===== config.mk =====
export PLATFORM = sky130hd
export DESIGN_NAME = seg_xlate_unit
export DESIGN_NICKNAME = d
export VERILOG_FILES = /design/src/rtl/sxu_pkg.sv /design/src/rtl/sxu_seg_table.sv /design/src/rtl/sxu_check.sv /design/src/rtl/sxu_rsp_stage.sv /design/src/rtl/seg_xlate_unit.sv
export SDC_FILE = /design/constraint.sdc
export NUM_CORES = 1
export LEC_CHECK = 0
export BUFFER_PORTS_ARGS = -buffer_cell sky130_fd_sc_hd__buf_4
export CORE_UTILIZATION = 40
export CTS_CLUSTER_DIAMETER = 120
export DETAILED_ROUTE_END_ITERATION = 8
export PLACE_DENSITY = 0.61
export SETUP_SLACK_MARGIN = 0.02
export SYNTH_ARGS = -nofsm -noshare
export SYNTH_HDL_FRONTEND = slang
export SYNTH_HIERARCHICAL = 1
export SYNTH_SLANG_ARGS = --single-unit

===== constraint.sdc =====
create_clock -name clk -period 7.8 [get_ports clk]
set_input_delay 1.56 -clock clk [delete_from_list [all_inputs] [get_ports clk]]
set_output_delay 1.56 -clock clk [all_outputs]
set_load 0.01 [all_outputs]

===== src/rtl/sxu_pkg.sv =====
package sxu_pkg;

    typedef enum logic [1:0] {
        CAUSE_NONE    = 2'b00,
        CAUSE_INVALID = 2'b01,
        CAUSE_BOUNDS  = 2'b10,
        CAUSE_PERM    = 2'b11
    } cause_e;

    typedef enum logic [1:0] {
        KIND_LOAD  = 2'b00,
        KIND_STORE = 2'b01,
        KIND_FETCH = 2'b10,
        KIND_RSVD  = 2'b11
    } kind_e;

    localparam int unsigned RIGHTS_W = 3;
    localparam int unsigned RIGHT_RD = 0;
    localparam int unsigned RIGHT_WR = 1;
    localparam int unsigned RIGHT_EX = 2;

endpackage


===== src/rtl/sxu_seg_table.sv =====
module sxu_seg_table
    import sxu_pkg::*;
#(
    parameter int unsigned SEG_BITS = 2,
    parameter int unsigned LEN_W    = 13,
    parameter int unsigned PA_W     = 16,
    localparam int unsigned NUM_SEG = 1 << SEG_BITS
) (
    input  logic                clk,
    input  logic                rst_n,
    input  logic                wr_en,
    input  logic [SEG_BITS-1:0] wr_idx,
    input  logic                wr_valid,
    input  logic [RIGHTS_W-1:0] wr_rights,
    input  logic [LEN_W-1:0]    wr_len,
    input  logic [PA_W-1:0]     wr_base,
    input  logic [SEG_BITS-1:0] rd_idx,
    output logic                rd_valid,
    output logic [RIGHTS_W-1:0] rd_rights,
    output logic [LEN_W-1:0]    rd_len,
    output logic [PA_W-1:0]     rd_base
);

    typedef struct packed {
        logic                valid;
        logic [RIGHTS_W-1:0] rights;
        logic [LEN_W-1:0]    len;
        logic [PA_W-1:0]     base;
    } slot_t;

    slot_t [NUM_SEG-1:0] slot_d, slot_q;
    slot_t               wr_slot;

    always_comb begin
        wr_slot.valid  = wr_valid;
        wr_slot.rights = wr_rights;
        wr_slot.len    = wr_len;
        wr_slot.base   = wr_base;
        slot_d = slot_q;
        for (int i = 0; i < int'(NUM_SEG); i++) begin
            if (wr_en && (wr_idx == SEG_BITS'(i))) begin
                slot_d[i] = wr_slot;
            end
        end
    end

    always_ff @(posedge clk) begin
        if (!rst_n) begin
            slot_q <= '0;
        end else begin
            slot_q <= slot_d;
        end
    end

    // Read port shows registered contents: same-cycle writes are not visible.
    always_comb begin
        rd_valid  = slot_q[rd_idx].valid;
        rd_rights = slot_q[rd_idx].rights;
        rd_len    = slot_q[rd_idx].len;
        rd_base   = slot_q[rd_idx].base;
    end

    for (genvar g = 0; g < int'(NUM_SEG); g++) begin : g_slot_chk
        // a write lands in the addressed slot at the next edge
        p_slot_load_r9: assert property (@(posedge clk) disable iff (!rst_n)
            (wr_en && wr_idx == SEG_BITS'(g)) |=>
                (slot_q[g].valid == $past(wr_valid) &&
                 slot_q[g].rights == $past(wr_rights) &&
                 slot_q[g].len == $past(wr_len) &&
                 slot_q[g].base == $past(wr_base)));
        // an unaddressed slot keeps its contents
        p_slot_hold_r9: assert property (@(posedge clk) disable iff (!rst_n)
            !(wr_en && wr_idx == SEG_BITS'(g)) |=> $stable(slot_q[g]));
    end

endmodule


===== src/rtl/sxu_check.sv =====
module sxu_check
    import sxu_pkg::*;
#(
    parameter int unsigned OFF_W = 12,
    parameter int unsigned LEN_W = 13,
    parameter int unsigned PA_W  = 16
) (
    input  logic [OFF_W-1:0]    offset,
    input  logic [1:0]          kind,
    input  logic                seg_valid,
    input  logic [RIGHTS_W-1:0] seg_rights,
    input  logic [LEN_W-1:0]    seg_len,
    input  logic [PA_W-1:0]     seg_base,
    output cause_e              cause,
    output logic [PA_W-1:0]     paddr
);

    logic             in_bounds;
    logic             has_right;
    logic [PA_W-1:0]  sum;

    always_comb begin
        in_bounds = LEN_W'(offset) < seg_len;
        unique case (kind_e'(kind))
            KIND_LOAD:  has_right = seg_rights[RIGHT_RD];
            KIND_STORE: has_right = seg_rights[RIGHT_WR];
            KIND_FETCH: has_right = seg_rights[RIGHT_EX];
            default:    has_right = 1'b0;
        endcase
        sum = seg_base + PA_W'(offset);

        if (!seg_valid) begin
            cause = CAUSE_INVALID;
        end else if (!in_bounds) begin
            cause = CAUSE_BOUNDS;
        end else if (!has_right) begin
            cause = CAUSE_PERM;
        end else begin
            cause = CAUSE_NONE;
        end
        paddr = (cause == CAUSE_NONE) ? sum : '0;
    end

endmodule


===== src/rtl/sxu_rsp_stage.sv =====
module sxu_rsp_stage
    import sxu_pkg::*;
#(
    parameter int unsigned PA_W = 16
) (
    input  logic            clk,
    input  logic            rst_n,
    input  logic            in_valid,
    input  cause_e          in_cause,
    input  logic [PA_W-1:0] in_paddr,
    output logic            out_valid,
    output logic            out_fault,
    output logic [1:0]      out_cause,
    output logic [PA_W-1:0] out_paddr
);

    typedef struct packed {
        logic            valid;
        logic            fault;
        logic [1:0]      cause;
        logic [PA_W-1:0] paddr;
    } rsp_t;

    rsp_t rsp_d, rsp_q;

    always_comb begin
        rsp_d = '0;
        if (in_valid) begin
            rsp_d.valid = 1'b1;
            rsp_d.fault = (in_cause != CAUSE_NONE);
            rsp_d.cause = in_cause;
            rsp_d.paddr = in_paddr;
        end
    end

    always_ff @(posedge clk) begin
        if (!rst_n) begin
            rsp_q <= '0;
        end else begin
            rsp_q <= rsp_d;
        end
    end

    assign out_valid = rsp_q.valid;
    assign out_fault = rsp_q.fault;
    assign out_cause = rsp_q.cause;
    assign out_paddr = rsp_q.paddr;

    // a faulting response never exposes an address
    p_fault_no_addr_r5: assert property (@(posedge clk) disable iff (!rst_n)
        (out_valid && out_fault) |-> (out_paddr == '0));

    // an idle output carries no cause
    p_idle_clean_r8: assert property (@(posedge clk) disable iff (!rst_n)
        !out_valid |-> (out_cause == 2'b00 && !out_fault));

endmodule


===== src/rtl/seg_xlate_unit.sv =====
module seg_xlate_unit
    import sxu_pkg::*;
#(
    parameter int unsigned VA_W     = 14,
    parameter int unsigned SEG_BITS = 2,
    parameter int unsigned PA_W     = 16,
    localparam int unsigned OFF_W   = VA_W - SEG_BITS,
    localparam int unsigned LEN_W   = OFF_W + 1
) (
    input  logic                clk,
    input  logic                rst_n,
    input  logic                cfg_we,
    input  logic [SEG_BITS-1:0] cfg_idx,
    input  logic                cfg_valid,
    input  logic [2:0]          cfg_perm,
    input  logic [LEN_W-1:0]    cfg_len,
    input  logic [PA_W-1:0]     cfg_base,
    input  logic                req_valid,
    input  logic [VA_W-1:0]     req_vaddr,
    input  logic [1:0]          req_kind,
    output logic                rsp_valid,
    output logic                rsp_fault,
    output logic [1:0]          rsp_cause,
    output logic [PA_W-1:0]     rsp_paddr
);

    logic [SEG_BITS-1:0] seg_num;
    logic [OFF_W-1:0]    seg_off;
    logic                ent_valid;
    logic [2:0]          ent_rights;
    logic [LEN_W-1:0]    ent_len;
    logic [PA_W-1:0]     ent_base;
    cause_e              chk_cause;
    logic [PA_W-1:0]     chk_paddr;

    // fields are sliced apart; the offset path has no route to seg_num
    assign seg_num = req_vaddr[VA_W-1 -: SEG_BITS];
    assign seg_off = req_vaddr[OFF_W-1:0];

    sxu_seg_table #(
        .SEG_BITS (SEG_BITS),
        .LEN_W    (LEN_W),
        .PA_W     (PA_W)
    ) u_table (
        .clk       (clk),
        .rst_n     (rst_n),
        .wr_en     (cfg_we),
        .wr_idx    (cfg_idx),
        .wr_valid  (cfg_valid),
        .wr_rights (cfg_perm),
        .wr_len    (cfg_len),
        .wr_base   (cfg_base),
        .rd_idx    (seg_num),
        .rd_valid  (ent_valid),
        .rd_rights (ent_rights),
        .rd_len    (ent_len),
        .rd_base   (ent_base)
    );

    sxu_check #(
        .OFF_W (OFF_W),
        .LEN_W (LEN_W),
        .PA_W  (PA_W)
    ) u_check (
        .offset     (seg_off),
        .kind       (req_kind),
        .seg_valid  (ent_valid),
        .seg_rights (ent_rights),
        .seg_len    (ent_len),
        .seg_base   (ent_base),
        .cause      (chk_cause),
        .paddr      (chk_paddr)
    );

    sxu_rsp_stage #(
        .PA_W (PA_W)
    ) u_rsp (
        .clk       (clk),
        .rst_n     (rst_n),
        .in_valid  (req_valid),
        .in_cause  (chk_cause),
        .in_paddr  (chk_paddr),
        .out_valid (rsp_valid),
        .out_fault (rsp_fault),
        .out_cause (rsp_cause),
        .out_paddr (rsp_paddr)
    );

    // each accepted request yields exactly one response on the next cycle
    p_rsp_next_r8: assert property (@(posedge clk) disable iff (!rst_n)
        req_valid |=> rsp_valid);
    p_no_rsp_r8: assert property (@(posedge clk) disable iff (!rst_n)
        !req_valid |=> !rsp_valid);

    // an empty entry always reports the invalid cause
    p_invalid_seg_r4: assert property (@(posedge clk) disable iff (!rst_n)
        (req_valid && !ent_valid) |=> (rsp_cause == 2'b01));

    // out of range on a live entry reports bounds even if rights are missing
    p_bounds_r5: assert property (@(posedge clk) disable iff (!rst_n)
        (req_valid && ent_valid && (LEN_W'(seg_off) >= ent_len)) |=>
            (rsp_cause == 2'b10 && rsp_paddr == '0));

    // a store to an entry without write right traps when in range
    p_store_ro_r6: assert property (@(posedge clk) disable iff (!rst_n)
        (req_valid && ent_valid && (LEN_W'(seg_off) < ent_len) &&
         req_kind == 2'b01 && !ent_rights[1]) |=> (rsp_cause == 2'b11));

    // a clean translation equals base plus offset from the previous cycle
    p_sum_r1: assert property (@(posedge clk) disable iff (!rst_n)
        (req_valid && chk_cause == CAUSE_NONE) |=>
            (rsp_paddr == $past(ent_base + PA_W'(seg_off))));

endmodule


**Yosys cells after proc, flatten, opt, wreduce, memory -nomap -nowiden**

Index checks and enable logic that the tools add are counted.

- Input bits: 55
- Logic and storage cells: 46
- Register bits after elaboration: 152

- Magnitude comparators: 2
- Add/sub/neg operators: 1
- Reductions and logical operators: 10
- Eq/ne operators: 5
- Mux-type cells: 8

Operators by type and width:

| cell | count |
|---|---|
| 33-bit binary-select mux with 2-bit select | 1 |
| 33-bit 2-to-1 mux | 1 |
| 20-bit 2-to-1 mux | 1 |
| 16-bit by 12-bit adder with 16-bit output | 1 |
| 16-bit 2-to-1 mux | 1 |
| 12-bit by 13-bit less-than comparator with 1-bit output | 1 |
| 2-bit equality test (second input constant) | 3 |
| 2-bit logical NOT | 3 |
| 2-bit 2-to-1 mux | 3 |
| 2-bit by 1-bit equality test with 1-bit output (second input constant) | 2 |
| 1-bit logical AND | 4 |
| 2-bit by 3-bit less-than comparator with 1-bit output (second input constant) | 1 |
| 1-bit one-hot mux with 3 select lines | 1 |
| 3-bit AND reduction | 1 |
| 2-bit AND reduction | 1 |
| 2-bit nonzero test | 1 |

**Depth between registers and ports, before layout**

Gate-level depths: netlist of the first run.

- Depth after elaboration: 9
- Mapped depth: 13
- Depth with buffers taken out: 9

**Cells and area by module**

The synthesis of the first run kept the hierarchy.

By module, submodules not included:

| module | area an instance (µm²) | cells each | sequential area each (µm²) | times used |
|---|---|---|---|---|
| sxu_seg_table | 5694.2 | 507 | 2642.5 | 1 |
| sxu_check | 1117.3 | 155 | 0.0 | 1 |
| sxu_rsp_stage | 563.0 | 44 | 400.4 | 1 |

**Worst setup path after synthesis of the first run**

No wires, ideal clock.

- Kind: input -> register
- From: input req_vaddr[12]
- To: register u_rsp.rsp_q (netlist bit u_rsp/out_paddr[8])
- Arrival: 4124 ps
- Cell stages on the path: 11
- Setup slack: 3616 ps
- Path buffers: 2
- Required time: 7740 ps
- Cell sequence: buf_6 buf_12 mux4_2 ha_1 fa_1 a211oi_2 o21bai_1 a2111o_1 nand3_1 nor3b_1 and3_1

- Elaborated cells between the ends (all ways): 10

RTL lines:

| item | line | source |
|---|---|---|
| from (decl) | seg_xlate_unit.sv:19 | `input logic [VA_W-1:0] req_vaddr,` |
| 33-bit binary-select mux with 2-bit select | sxu_seg_table.sv:60 | `rd_base = slot_q[rd_idx].base;` |
| 33-bit 2-to-1 mux (not written as such) | sxu_seg_table.sv:57 | `rd_valid = slot_q[rd_idx].valid;` |
| via ent_base[0] | seg_xlate_unit.sv:32 | `logic [PA_W-1:0] ent_base;` |
| 16-bit by 12-bit adder with 16-bit output | sxu_check.sv:30 | `sum = seg_base + PA_W'(offset);` |
| to (signal assigned) | sxu_rsp_stage.sv:40 | `rsp_q <= rsp_d;` |
| to (decl) | sxu_rsp_stage.sv:24 | `rsp_t rsp_d, rsp_q;` |

The timed path passes the listed nets, and every way through them passes these cells. The select of a mux whose other input is x is not followed.
A chain may end at the register's enable or synchronous reset.

**Worst setup path in the final report of the first run**

Ends and elaborated chain as after synthesis.

==> summary.md, run 1 <==
| Metric | Value |
|---|---|
| Clock root buffer | `clkbuf_16` |
| Dominant synthesized flop cell | `dfxtp_1` |
| Mapped Area | `between 7000 and 8000 um^2` |
| Post-route cell area | `~8500 um^2` |
| GPL Wtd Cong | `~0.87` |
| Max Fclk | `0.231 GHz` |
| Die Ht | `~140 um` |
| Die width | `138 um` |
| Setup Buffers After CTS | `0` |
| Core ar. | `18000 um^2` |
| 1st-iter DRT viols | `roughly 330` |
| Hold slack | `between 400 and 500 ps` |
| Max Cap Viol | `0` |
| Largest area contributor in the netlist | `dfxtp_1` |
| Final WL | `17200 um` |
| Routed length per instance | `approximately 17 um` |
| Vias post-DR | `roughly 5300` |
| Initial antenna violation count | `0` |
| Clock skew | `9.46 ps` |
| DRC Markers | `0` |
| Critical Path RT | `between 8000 and 9000 ps` |
| P&R area growth vs syn | `15.1%` |
| Most common cell in the netlist | `nand2_1` |
| Post_cts resized | `0` |
| Worst-Margin Slew | `just over 1000 ps` |
| Reg2reg path depth | `9` |
| Post-CTS Hold Fix Bufs | `0` |
| Detailed placer's ending HPWL | `~11000 um` |
| PwrDens | `between 200 and 250 nW/um^2` |
| Status | `finished clean` |
| EDFF count, synth | `0` |
| Die area | `19000 um^2` |
| Asr flop ratio synth | `0%` |
| CTS Sinks | `152` |
| First-pass GRT wire length | `between 20000 and 30000 um` |
| Synth unique cells | `53` |
| Synthesized flop and latch total | `152` |
| Total GRT Usage | `19.4%` |
| Antenna Nets Post-Route | `0` |
| Mapped Cells | `706` |
| Synth top area share | `between 40% and 50%` |
| Final Hold Viols | `0` |
| R2R Setup Slk | `approximately 4900 ps` |
| Hold Path Class | `reg2reg` |
| Synth top cells by count | `nand2_1, dfxtp_1, mux2i_1` |
| Worst-path clk slew | `60 ps` |
| Crit-path max FO | `33` |
| Number of global-route vias before repair | `around 5400` |
| Sequential share of the synthesized area | `around 41%` |
| # diodes | `0` |
| Post-Syn Nets | `around 790` |
| CTS Buffer Depth | `2` |
| Setup Viol. Count Final | `0` |
| Synthesized area per cell | `10.4 um^2` |
| Fin crit share | `55.6%` |
| Synth warn | `6` |
| Vias/cell | `~5.3` |
| Row count | `between 40 and 50` |
| IO Port Bufs | `74` |
| Final Critical Period | `roughly 4300 ps` |
| P_leak | `between 3 and 4 nW` |
| Top cells by area, synth | `dfxtp_1, mux2i_1, mux4_2` |
| Slew HR | `32.0%` |
| Unrepaired setup endpoints after global routing | `no` |
| Total negative slack | `0 ps` |
| Crit end category | `flip-flop` |
| TritonCTS Buffers | `17` |
| Worst endpoint data arrival time | `4700 ps` |
| Layout cells sized above 1 | `approximately a fifth` |
| Total gr overflow | `0` |
| Peak supply drop | `~0.15 mV` |
| Pin count of the biggest net entering global routing | `105` |
| Starting Density | `roughly two fifths` |
| Clock Latency Late Sink | `roughly 430 ps` |
| Post-DP Area | `around 7900 um^2` |
| NumNets Final | `837` |
| IO Pins | `75` |
| Setup crit start kind | `input port` |
| CTS H-Tree Depth | `4` |
| Final slew viol count | `0` |
| TritonCTS clock tree | `done` |
| Hold path depth | `2` |
| Critical path class | `in2reg` |
| Iteration count of the initial detailed-routing pass | `4` |
[routing by layer]
layer	routed length [um]	global-route usage [%]
met5	0	0
met4	198	6.70
met3	924	5.15
met2	8120	31.4
met1	8000	25.0
[sequential cells by signal (all words and copies together) (netlist names)]
register and count:
u_table/slot_q 132, u_rsp/out_cause 2, u_rsp/out_paddr 16, u_rsp/out_fault 1, u_rsp/out_valid 1
[power breakdown]
part / switching, mW / internal (mW)
combinational: 0.105 / 0.0818
clock: 0.335 / 0.483
sequential: 0.0116 / 0.801
total: 0.452 / 1.37
[worst paths after layout]
| check | endpoint | startpoint |
|---|---|---|
| max reg2reg | u_rsp/out_paddr[8] | u_table/slot_q[125] |
| min | u_table/slot_q[64] | u_table/slot_q[64] |
| max | u_rsp/out_paddr[8] | req_vaddr[12] |
| min reg2reg | u_table/slot_q[64] | u_table/slot_q[64] |
[worst max-delay path, stage by stage]
cell and delay, ps:
buf_4 500, mux4_2 580, ha_1 220, fa_1 440, a211oi_2 320, o21bai_1 150
a2111o_1 440, nand3_1 90, nor3b_1 200, and3_1 180
[stage by stage]
stage / utilization, % / power [mW] / cells / setup slack [ps]
after floorplan: - / 0.963 / 706 / 3620
after detailed placement: 43.8 / 1.02 / 968 / 3030
final: 47.1 / 1.82 / 1000 / 3470
after global placement: 43.8 / 1.01 / 968 / 3060
after CTS: 47.1 / 1.84 / 1000 / 3470
after global routing: 47.1 / 1.89 / 1000 / 3130
[cells in the final DEF, fill, tap and decap left out, drive strengths merged, types with 3 or more instances in the layout]
cell	Yosys	final
dfxtp	152	152
clkinvlp	0	3
mux2i	135	135
a211oi	7	7
buf	34	79
inv	16	20
nand4	4	4
xor2	4	4
nand3	6	6
nor3	5	5
a21o	4	4
a21oi	16	16
ha	23	23
nor2	17	17
nand2	170	170
and2	3	3
clkinv	0	4
clkbuf	12	19
and3	20	20
mux4	33	33
o21ai	11	11
nor3b	4	4
nand4b	4	4
nand3b	3	3
[cell type report]
type | count | area (um^2)
sequential | 152 | 3040
tap | 229 | 287
inverter | 16 | 60.1
timing repair buffer | 79 | 593
multi-input combinational | 492 | 3920
fill | 1710 | 9540
clock inverter | 13 | 145
clock buffer | 19 | 443
[cell families after synthesis]
logic type	after synthesis	share of synthesized area, %
adders and majority gates	24	4.17
DFF	152	41.3
muxes	168	28.6
buffers and inverters	62	5.73
and+or+nand+nor	241	14.5
AOI/OAI and AO/OA	53	5.07
xor gates and xnor gates	6	0.713
No activity file was read; power rests on OpenSTA's default activity.
==> run 2, diff against run 1 <==
--- a/config.mk
+++ b/config.mk
@@ -5,11 +5,12 @@
 export SDC_FILE = /design/constraint.sdc
 export NUM_CORES = 1
 export LEC_CHECK = 0
+export ABC_AREA = 1
 export BUFFER_PORTS_ARGS = -buffer_cell sky130_fd_sc_hd__buf_4
 export CORE_UTILIZATION = 40
 export CTS_CLUSTER_DIAMETER = 120
 export DETAILED_ROUTE_END_ITERATION = 8
-export PLACE_DENSITY = 0.61
+export PLACE_DENSITY = 0.6
 export SETUP_SLACK_MARGIN = 0.02
 export SYNTH_ARGS = -nofsm -noshare
 export SYNTH_HDL_FRONTEND = slang
==> constraint.sdc (replaced) <==
create_clock -name clk -period 4.5 [get_ports clk]
set_input_delay 0.9 -clock clk [delete_from_list [all_inputs] [get_ports clk]]
set_output_delay 0.9 -clock clk [all_outputs]
set_load 0.01 [all_outputs]
==> summary.md, run 2 <==
| Metric | Value |
|---|---|
| Critical path class | `in2reg (unchanged)` |
| First-pass GRT wire length | `34000 um (was 27700 um)` |
| IO Pins | `75 (unchanged)` |
| DR WL met3 | `795 um (was 924 um)` |
| Placed cell count | `1625 (was 968)` |
| Status | `finished clean (unchanged)` |
| R2R Setup Slk | `2330 ps (was 4930 ps)` |
| Crit end category | `flip-flop (unchanged)` |
| Setup WS post-layout | `1530 ps (was 3470 ps)` |
| Reg2reg path depth | `17 (was 9)` |
| Clock root buffer | `clkbuf_16 (unchanged)` |
| Initial antenna violation count | `0 (unchanged)` |
| Clock skew | `8.41 ps (was 9.46 ps)` |
| Total negative slack | `0 ps (unchanged)` |
| Mapped Cells | `1346 (was 706)` |
| NumNets Final | `1453 (was 837)` |
| Final slew viol count | `0 (unchanged)` |
| Met1 wire length | `10500 um (was 8000 um)` |
| Synth top area share | `36.2% (was 41.3%)` |
| CP endpoint | `u_rsp/out_paddr[12] (was u_rsp/out_paddr[8])` |
| Number of global-route vias before repair | `6835 (was 5419)` |
| Row count | `52 (was 49)` |
| P&R area growth vs syn | `14.5% (was 15.1%)` |
| Layout cells sized above 1 | `9.53% (was 19.6%)` |
| Total gr overflow | `0 (unchanged)` |
| Synthesized area per cell | `6.25 um^2 (was 10.4 um^2)` |
| EDFF count, synth | `0 (unchanged)` |
| Starting Density | `41.2% (was 40.9%)` |
| Routed length per instance | `12.3 um (was 17.2 um)` |
| CTS Sinks | `152 (unchanged)` |
| Max FFs per register | `132 (unchanged)` |
| Sequential share of the synthesized area | `36.2% (was 41.3%)` |
| PwrDens | `368 nW/um^2 (was 214 nW/um^2)` |
| Setup Buffers After CTS | `0 (unchanged)` |
| Final core utilization | `47.1% (about the same)` |
| Post-route cell area | `9630 um^2 (was 8490 um^2)` |
| Antenna Nets Post-Route | `0 (unchanged)` |
| Total GRT Usage | `19.7% (was 19.4%)` |
| GPL Wtd Cong | `0.855 (was 0.868)` |
| Net Sw Power | `933 uW (was 452 uW)` |
| IO Port Bufs | `74 (unchanged)` |
| Sw Ratio | `26.3% (was 24.8%)` |
| Hold Path Class | `reg2reg (unchanged)` |
| Unrepaired setup endpoints after global routing | `no (unchanged)` |
| Worst-Margin Slew | `933 ps (was 1020 ps)` |
| Reg2reg start | `u_table/slot_q[99] (was u_table/slot_q[125])` |
| Worst-path clk slew | `60 ps (about the same)` |
| Largest area contributor in the netlist | `dfxtp_1 (unchanged)` |
| Die Ht | `147 um (was 138 um)` |
| CTS Buffer Depth | `2 (unchanged)` |
| Die width | `147 um (was 138 um)` |
| Most common cell after layout, fill and taps aside | `nand2_1 (unchanged)` |
| TritonCTS clock tree | `done (unchanged)` |
| Slew HR | `37.6% (was 32.0%)` |
| Post-DP Area | `8990 um^2 (was 7900 um^2)` |
| Dominant synthesized flop cell | `dfxtp_1 (unchanged)` |
| Detailed placer's ending HPWL | `13400 um (was 11400 um)` |
| Iteration count of the initial detailed-routing pass | `5 (was 4)` |
| 1st-iter DRT viols | `460 (was 331)` |
| Crit-path max FO | `65 (was 33)` |
| Synthesized flop and latch total | `152 (unchanged)` |
| Critical Path RT | `4800 ps (was 8160 ps)` |
| Asr flop ratio synth | `0% (unchanged)` |
| # diodes | `0 (unchanged)` |
| Setup crit start kind | `input port (unchanged)` |
| Mapped Area | `8410 um^2 (was 7370 um^2)` |
| Vias post-DR | `7594 (was 5323)` |
| DRC Markers | `0 (unchanged)` |
| Top reg by flops | `u_table/slot_q (unchanged)` |
| Setup Viol. Count Final | `0 (unchanged)` |
| Clock power frac | `43.5% (was 45.0%)` |
| Pint | `2.61 mW (was 1.37 mW)` |
| Vias/cell | `4.59 (was 5.32)` |
| P_leak | `5.17 nW (was 3.88 nW)` |
| Max Cap Viol | `0 (unchanged)` |
| CTS H-Tree Depth | `4 (unchanged)` |
| Synth unique cells | `28 (was 53)` |
| Setup crit start | `req_vaddr[12] (unchanged)` |
| Power, Total | `3.54 mW (was 1.82 mW)` |
| Post-Syn Nets | `1425 (was 785)` |
| Combinational Power Share | `16.0% (was 10.3%)` |
| Post_cts resized | `0 (unchanged)` |
| Top cells by area, synth | `dfxtp_1, nand2_1, nor2_1 (was dfxtp_1, mux2i_1, mux4_2)` |
| Synth top cells by count | `nand2_1, nor2_1, inv_1 (was nand2_1, dfxtp_1, mux2i_1)` |
| Die area | `21600 um^2 (was 19000 um^2)` |
| Clock Latency Late Sink | `420 ps (was 430 ps)` |
| Reg power frac | `40.5% (was 44.7%)` |
| Most common cell in the netlist | `nand2_1 (unchanged)` |
| Post-Place Setup Slack | `1110 ps (was 3030 ps)` |
| Hold slack | `478 ps (was 458 ps)` |
| Pin count of the biggest net entering global routing | `72 (was 105)` |
| Synth warn | `6 (unchanged)` |
| Final Critical Period | `2970 ps` |
| Routed wl met2 | `8870 um (was 8120 um)` |
| Final WL | `20400 um (was 17200 um)` |
| Final Hold Viols | `0 (unchanged)` |
| TritonCTS Buffers | `17 (unchanged)` |
| Max Fclk | `0.336 GHz` |
| Peak supply drop | `0.253 mV (was 0.148 mV)` |
| Commonest cells after routing, fill and taps aside | `nand2_1, nor2_1, inv_1 (was nand2_1, dfxtp_1, mux2i_1)` |
| RR Endpoint | `u_rsp/out_paddr[14] (was u_rsp/out_paddr[8])` |
| Top sig layer | `met4 (unchanged)` |
| Worst endpoint data arrival time | `3270 ps (was 4700 ps)` |
| Post-CTS Hold Fix Bufs | `0 (unchanged)` |
| Fin crit share | `approximately two thirds` |
| Final cell count without fillers | `1655 (was 1000)` |
| Core ar. | `20400 um^2 (was 18000 um^2)` |
[run 2: cell count changes in the layout (fill, tap and decap cells not counted), sizes merged, moves of 9 or more]
| cell | delta |
|---|---|
| o211ai | +65 |
| nand2 | +256 |
| nor2 | +266 |
| mux4 | -33 |
| and3 | -20 |
| nand3 | +42 |
| mux2i | -135 |
| inv | +184 |
| a21oi | +26 |
| o21ai | -9 |
[run 2: cell families (layout without fill, tap and decap cells)]
family / Yosys count / count (layout) / synth area share (%)
buffers and inverters: 280 / 319 / 14.4
and+or+nand+nor: 772 / 772 / 36.3
DFF: 152 / 152 / 36.2
AOI/OAI and AO/OA: 111 / 111 / 8.74
adders and majority gates: 24 / 24 / 3.66
xor gates and xnor gates: 7 / 7 / 0.729
[run 2: cell type report]
class / count / area (um^2)
Fill cell: 2145 / 10800
Multi-Input combinational cell: 914 / 4180
Clock buffer: 23 / 498
Sequential cell: 152 / 3040
Timing Repair Buffer: 85 / 663
Tap cell: 270 / 338
Clock inverter: 7 / 140
Inverter: 204 / 766
[run 2: worst min-delay path by stage]
stage	end	slack (ps)	startpoint	cells past startpoint
global placement	u_table/slot_q[32]	460	u_table/slot_q[32]	2
floorplan	u_table/slot_q[13]	450	u_table/slot_q[13]	2
CTS	u_table/slot_q[24]	480	u_table/slot_q[24]	2
finish	u_table/slot_q[21]	480	u_table/slot_q[21]	2
detailed placement	u_table/slot_q[24]	470	u_table/slot_q[24]	2
global route	u_table/slot_q[9]	500	u_table/slot_q[9]	2
[run 2: worst max-delay path, cell delays in order]
cell and delay (ps):
buf_4 450, buf_12 320, nand2_1 90, o211ai_1 90, nand2_1 100, ha_1 380
nand2_1 150, nor2_1 190, nand4_1 170, nand3_1 130, nand2_1 50, nand2_1 70
nor2_1 40, inv_1 60, nor2_1 40
[run 2: power by group through the flow]
stage | Combinational (mW) | Sequential (mW) | Clock [mW]
6_report | 0.568 | 1.43 | 1.54
5_1_grt | 0.657 | 1.44 | 1.62
4_1_cts | 0.571 | 1.43 | 1.57
3_5_place_dp | 0.568 | 1.46 | 0
3_3_place_gp | 0.567 | 1.46 | 0
2_1_floorplan | 0.418 | 1.46 | 0
[run 2: per-layer routing]
layer  track usage, %  up-vias
li1                 -     4107
met1             27.0     3352
met2             31.5      120
met3             3.66       15
met4             5.31        0
met5                0        -
==> run 3, diff against run 2 <==
==> constraint.sdc (replaced) <==
create_clock -name clk -period 3.1 [get_ports clk]
set_input_delay 0.62 -clock clk [delete_from_list [all_inputs] [get_ports clk]]
set_output_delay 0.62 -clock clk [all_outputs]
set_load 0.01 [all_outputs]
==> summary.md, run 3 (synthesized netlist as in run 2, its figures left out) <==
| Metric | Value |
|---|---|
| Final WL | `21000 um (was 20400 um)` |
| First-pass GRT wire length | `34500 um (was 34000 um)` |
| Pin count of the biggest net entering global routing | `67 (was 72)` |
| Crit end category | `flip-flop (unchanged)` |
| TritonCTS clock tree | `done (unchanged)` |
| 1st-iter DRT viols | `518 (was 460)` |
| Critical path class | `in2reg (unchanged)` |
| Initial antenna violation count | `0 (unchanged)` |
| P&R area growth vs syn | `14.8% (was 14.5%)` |
| Vias/cell | `4.58 (was 4.59)` |
| Power, Total | `4.97 mW (was 3.54 mW)` |
| Unrepaired setup endpoints after global routing | `no (unchanged)` |
| RR Endpoint | `u_rsp/out_paddr[14] (unchanged)` |
| Total negative slack | `0 ps (unchanged)` |
| IO Pins | `75 (unchanged)` |
| R2R Setup Slk | `920 ps (was 2330 ps)` |
| Buffer and inverter count on the worst path | `4 (was 3)` |
| Setup Buffers After CTS | `0 (unchanged)` |
| Worst endpoint data arrival time | `2690 ps (was 3270 ps)` |
| IO Port Bufs | `74 (unchanged)` |
| Total gr overflow | `0 (unchanged)` |
| Iteration count of the initial detailed-routing pass | `5 (unchanged)` |
| Commonest cells after routing, fill and taps aside | `nand2_1, nor2_1, inv_1 (unchanged)` |
| Antenna Nets Post-Route | `0 (unchanged)` |
| Ordered list of cells on the worst path | `buf_4 > buf_12 > nand2_1 > o211ai_1 > nand2_1 > ha_1 > a21oi_1 > nand2_1 > a21oi_1 > nand3_1 > nand2_1 > nand2_1 > inv_1 > inv_1 > nor2_1 (was buf_4 > buf_12 > nand2_1 > o211ai_1 > nand2_1 > ha_1 > nand2_1 > nor2_1 > nand4_1 > nand3_1 > nand2_1 > nand2_1 > nor2_1 > inv_1 > nor2_1)` |
| P_leak | `5.18 nW (was 5.17 nW)` |
| Starting Density | `41.2% (unchanged)` |
| Clock Latency Late Sink | `430 ps (was 420 ps)` |
| Hold Path Class | `in2reg (was reg2reg)` |
| Slew HR | `48.0% (was 37.6%)` |
| Area of the multi-input gates | `4180 um^2 (unchanged)` |
| Die area | `21600 um^2 (unchanged)` |
| Final Critical Period | `between 2000 and 2500 ps` |
| Crit path max-delay cell type | `ha_1 (was buf_4)` |
| Max FFs per register | `132 (unchanged)` |
| Peak supply drop | `0.383 mV (was 0.253 mV)` |
| Final Hold Viols | `0 (unchanged)` |
| Crit-path max FO | `36 (was 65)` |
| Reg2reg start | `u_table/slot_q[33] (was u_table/slot_q[99])` |
| Row count | `52 (unchanged)` |
| Layout cells sized above 1 | `10.1% (was 9.53%)` |
| Final slew viol count | `0 (unchanged)` |
| Core ar. | `20400 um^2 (unchanged)` |
| Levels on crit path | `15 (unchanged)` |
| Setup crit start kind | `input port (unchanged)` |
| GPL Wtd Cong | `0.920 (was 0.855)` |
| Setup crit start | `req_vaddr[12] (unchanged)` |
| CTS H-Tree Depth | `4 (unchanged)` |
| # diodes | `0 (unchanged)` |
| Clock root buffer | `clkbuf_16 (unchanged)` |
| Clock skew | `6.76 ps (was 8.41 ps)` |
| TritonCTS Buffers | `17 (unchanged)` |
| Critical Path RT | `3450 ps (was 4800 ps)` |
| Vias post-DR | `7624 (was 7594)` |
| Max Cap Viol | `0 (unchanged)` |
| NumNets Final | `1460 (was 1453)` |
| Post_cts resized | `0 (unchanged)` |
| Most common cell after layout, fill and taps aside | `nand2_1 (unchanged)` |
| Die Ht | `147 um (unchanged)` |
| Setup Viol. Count Final | `0 (unchanged)` |
| DRC Markers | `0 (unchanged)` |
| Post-CTS Hold Fix Bufs | `0 (unchanged)` |
| Max Fclk | `~0.43 GHz` |
| Filler cells | `2203 (was 2145)` |
| Top reg by flops | `u_table/slot_q (unchanged)` |
| Max stage delay on crit path | `360 ps (was 450 ps)` |
| Kind of cell adding the most delay to the critical path | `simple AND/OR/NAND/NOR gates (unchanged)` |
| CTS Sinks | `152 (unchanged)` |
| Total GRT Usage | `20.2% (was 19.7%)` |
| PwrDens | `515 nW/um^2 (was 368 nW/um^2)` |
| Detailed placer's ending HPWL | `14000 um (was 13400 um)` |
| CP endpoint | `u_rsp/out_paddr[14] (was u_rsp/out_paddr[12])` |
| Routed length per instance | `12.6 um (was 12.3 um)` |
| Number of global-route vias before repair | `6874 (was 6835)` |
| Worst-path clk slew | `60 ps (about the same)` |
| Most frequent CP cell | `nand2_1 (unchanged)` |
| Worst-Margin Slew | `780 ps (was 933 ps)` |
| Die width | `147 um (unchanged)` |
| CTS Buffer Depth | `2 (unchanged)` |
| Fin crit share | `about three quarters` |
| Reg2reg path depth | `17 (unchanged)` |
| Register Area | `3040 um^2 (unchanged)` |
| Status | `finished clean (unchanged)` |
-- run 3: changes by cell type in the layout (fill, tap and decap cells not counted), sizes merged --
cell,delta
clkinvlp,+1
buf,+7
clkinv,+6
bufinv,-2
clkbuf,-4
-- run 3: layout make-up --
class                           count  area share [%]
Clock buffer                       19            4.59
Clock inverter                     12            1.34
Inverter                          204            7.93
Multi-Input combinational cell    914            43.3
Sequential cell                   152            31.5
Tap cell                          270            3.50
Timing Repair Buffer               92            7.80
-- run 3: power by group --
part | switching, mW | internal, mW | total, mW
logic | 0.536 | 0.309 | 0.845
registers | 0.0339 | 2.05 | 2.08
clock network | 0.842 | 1.20 | 2.04
-- run 3: through the flow --
stage | hold WS, ps | cell area (um^2) | util (%) | cells | worst slack [ps]
after floorplan | 452 | 8410 | - | 1346 | 462
after global placement | 460 | 9080 | 44.4 | 1632 | 321
after detailed placement | 468 | 9080 | 44.4 | 1632 | 322
after CTS | 431 | 9650 | 47.2 | 1663 | 769
after global routing | 445 | 9650 | 47.2 | 1663 | 420
final | 443 | 9650 | 47.2 | 1663 | 765
-- run 3: routing by layer --
| metal | up-vias | GRT usage, % | routed length, um |
|---|---|---|---|
| met5 | - | 0 | 0 |
| met4 | 0 | 5.21 | 227 |
| met3 | 18 | 3.35 | 840 |
| met2 | 143 | 31.3 | 8990 |
| met1 | 3333 | 28.8 | 10900 |
| li1 | 4130 | - | - |
-- run 3: worst min-delay path by stage --
| stage | startpoint | to | slack [ps] | cells past startpoint |
|---|---|---|---|---|
| after detailed placement | u_table/slot_q[15] | u_table/slot_q[15] | 470 | 2 |
| after global routing | cfg_base[5] | u_table/slot_q[104] | 450 | 3 |
| after floorplan | u_table/slot_q[13] | u_table/slot_q[13] | 450 | 2 |
| final | cfg_len[8] | u_table/slot_q[57] | 440 | 3 |
| after CTS | cfg_perm[2] | u_table/slot_q[97] | 430 | 3 |
| after global placement | u_table/slot_q[8] | u_table/slot_q[8] | 460 | 2 |
-- run 3: worst min-delay path, cell delays in order --
cell,delay [ps]
buf_4,90
nor2_1,40
nor2_1,80
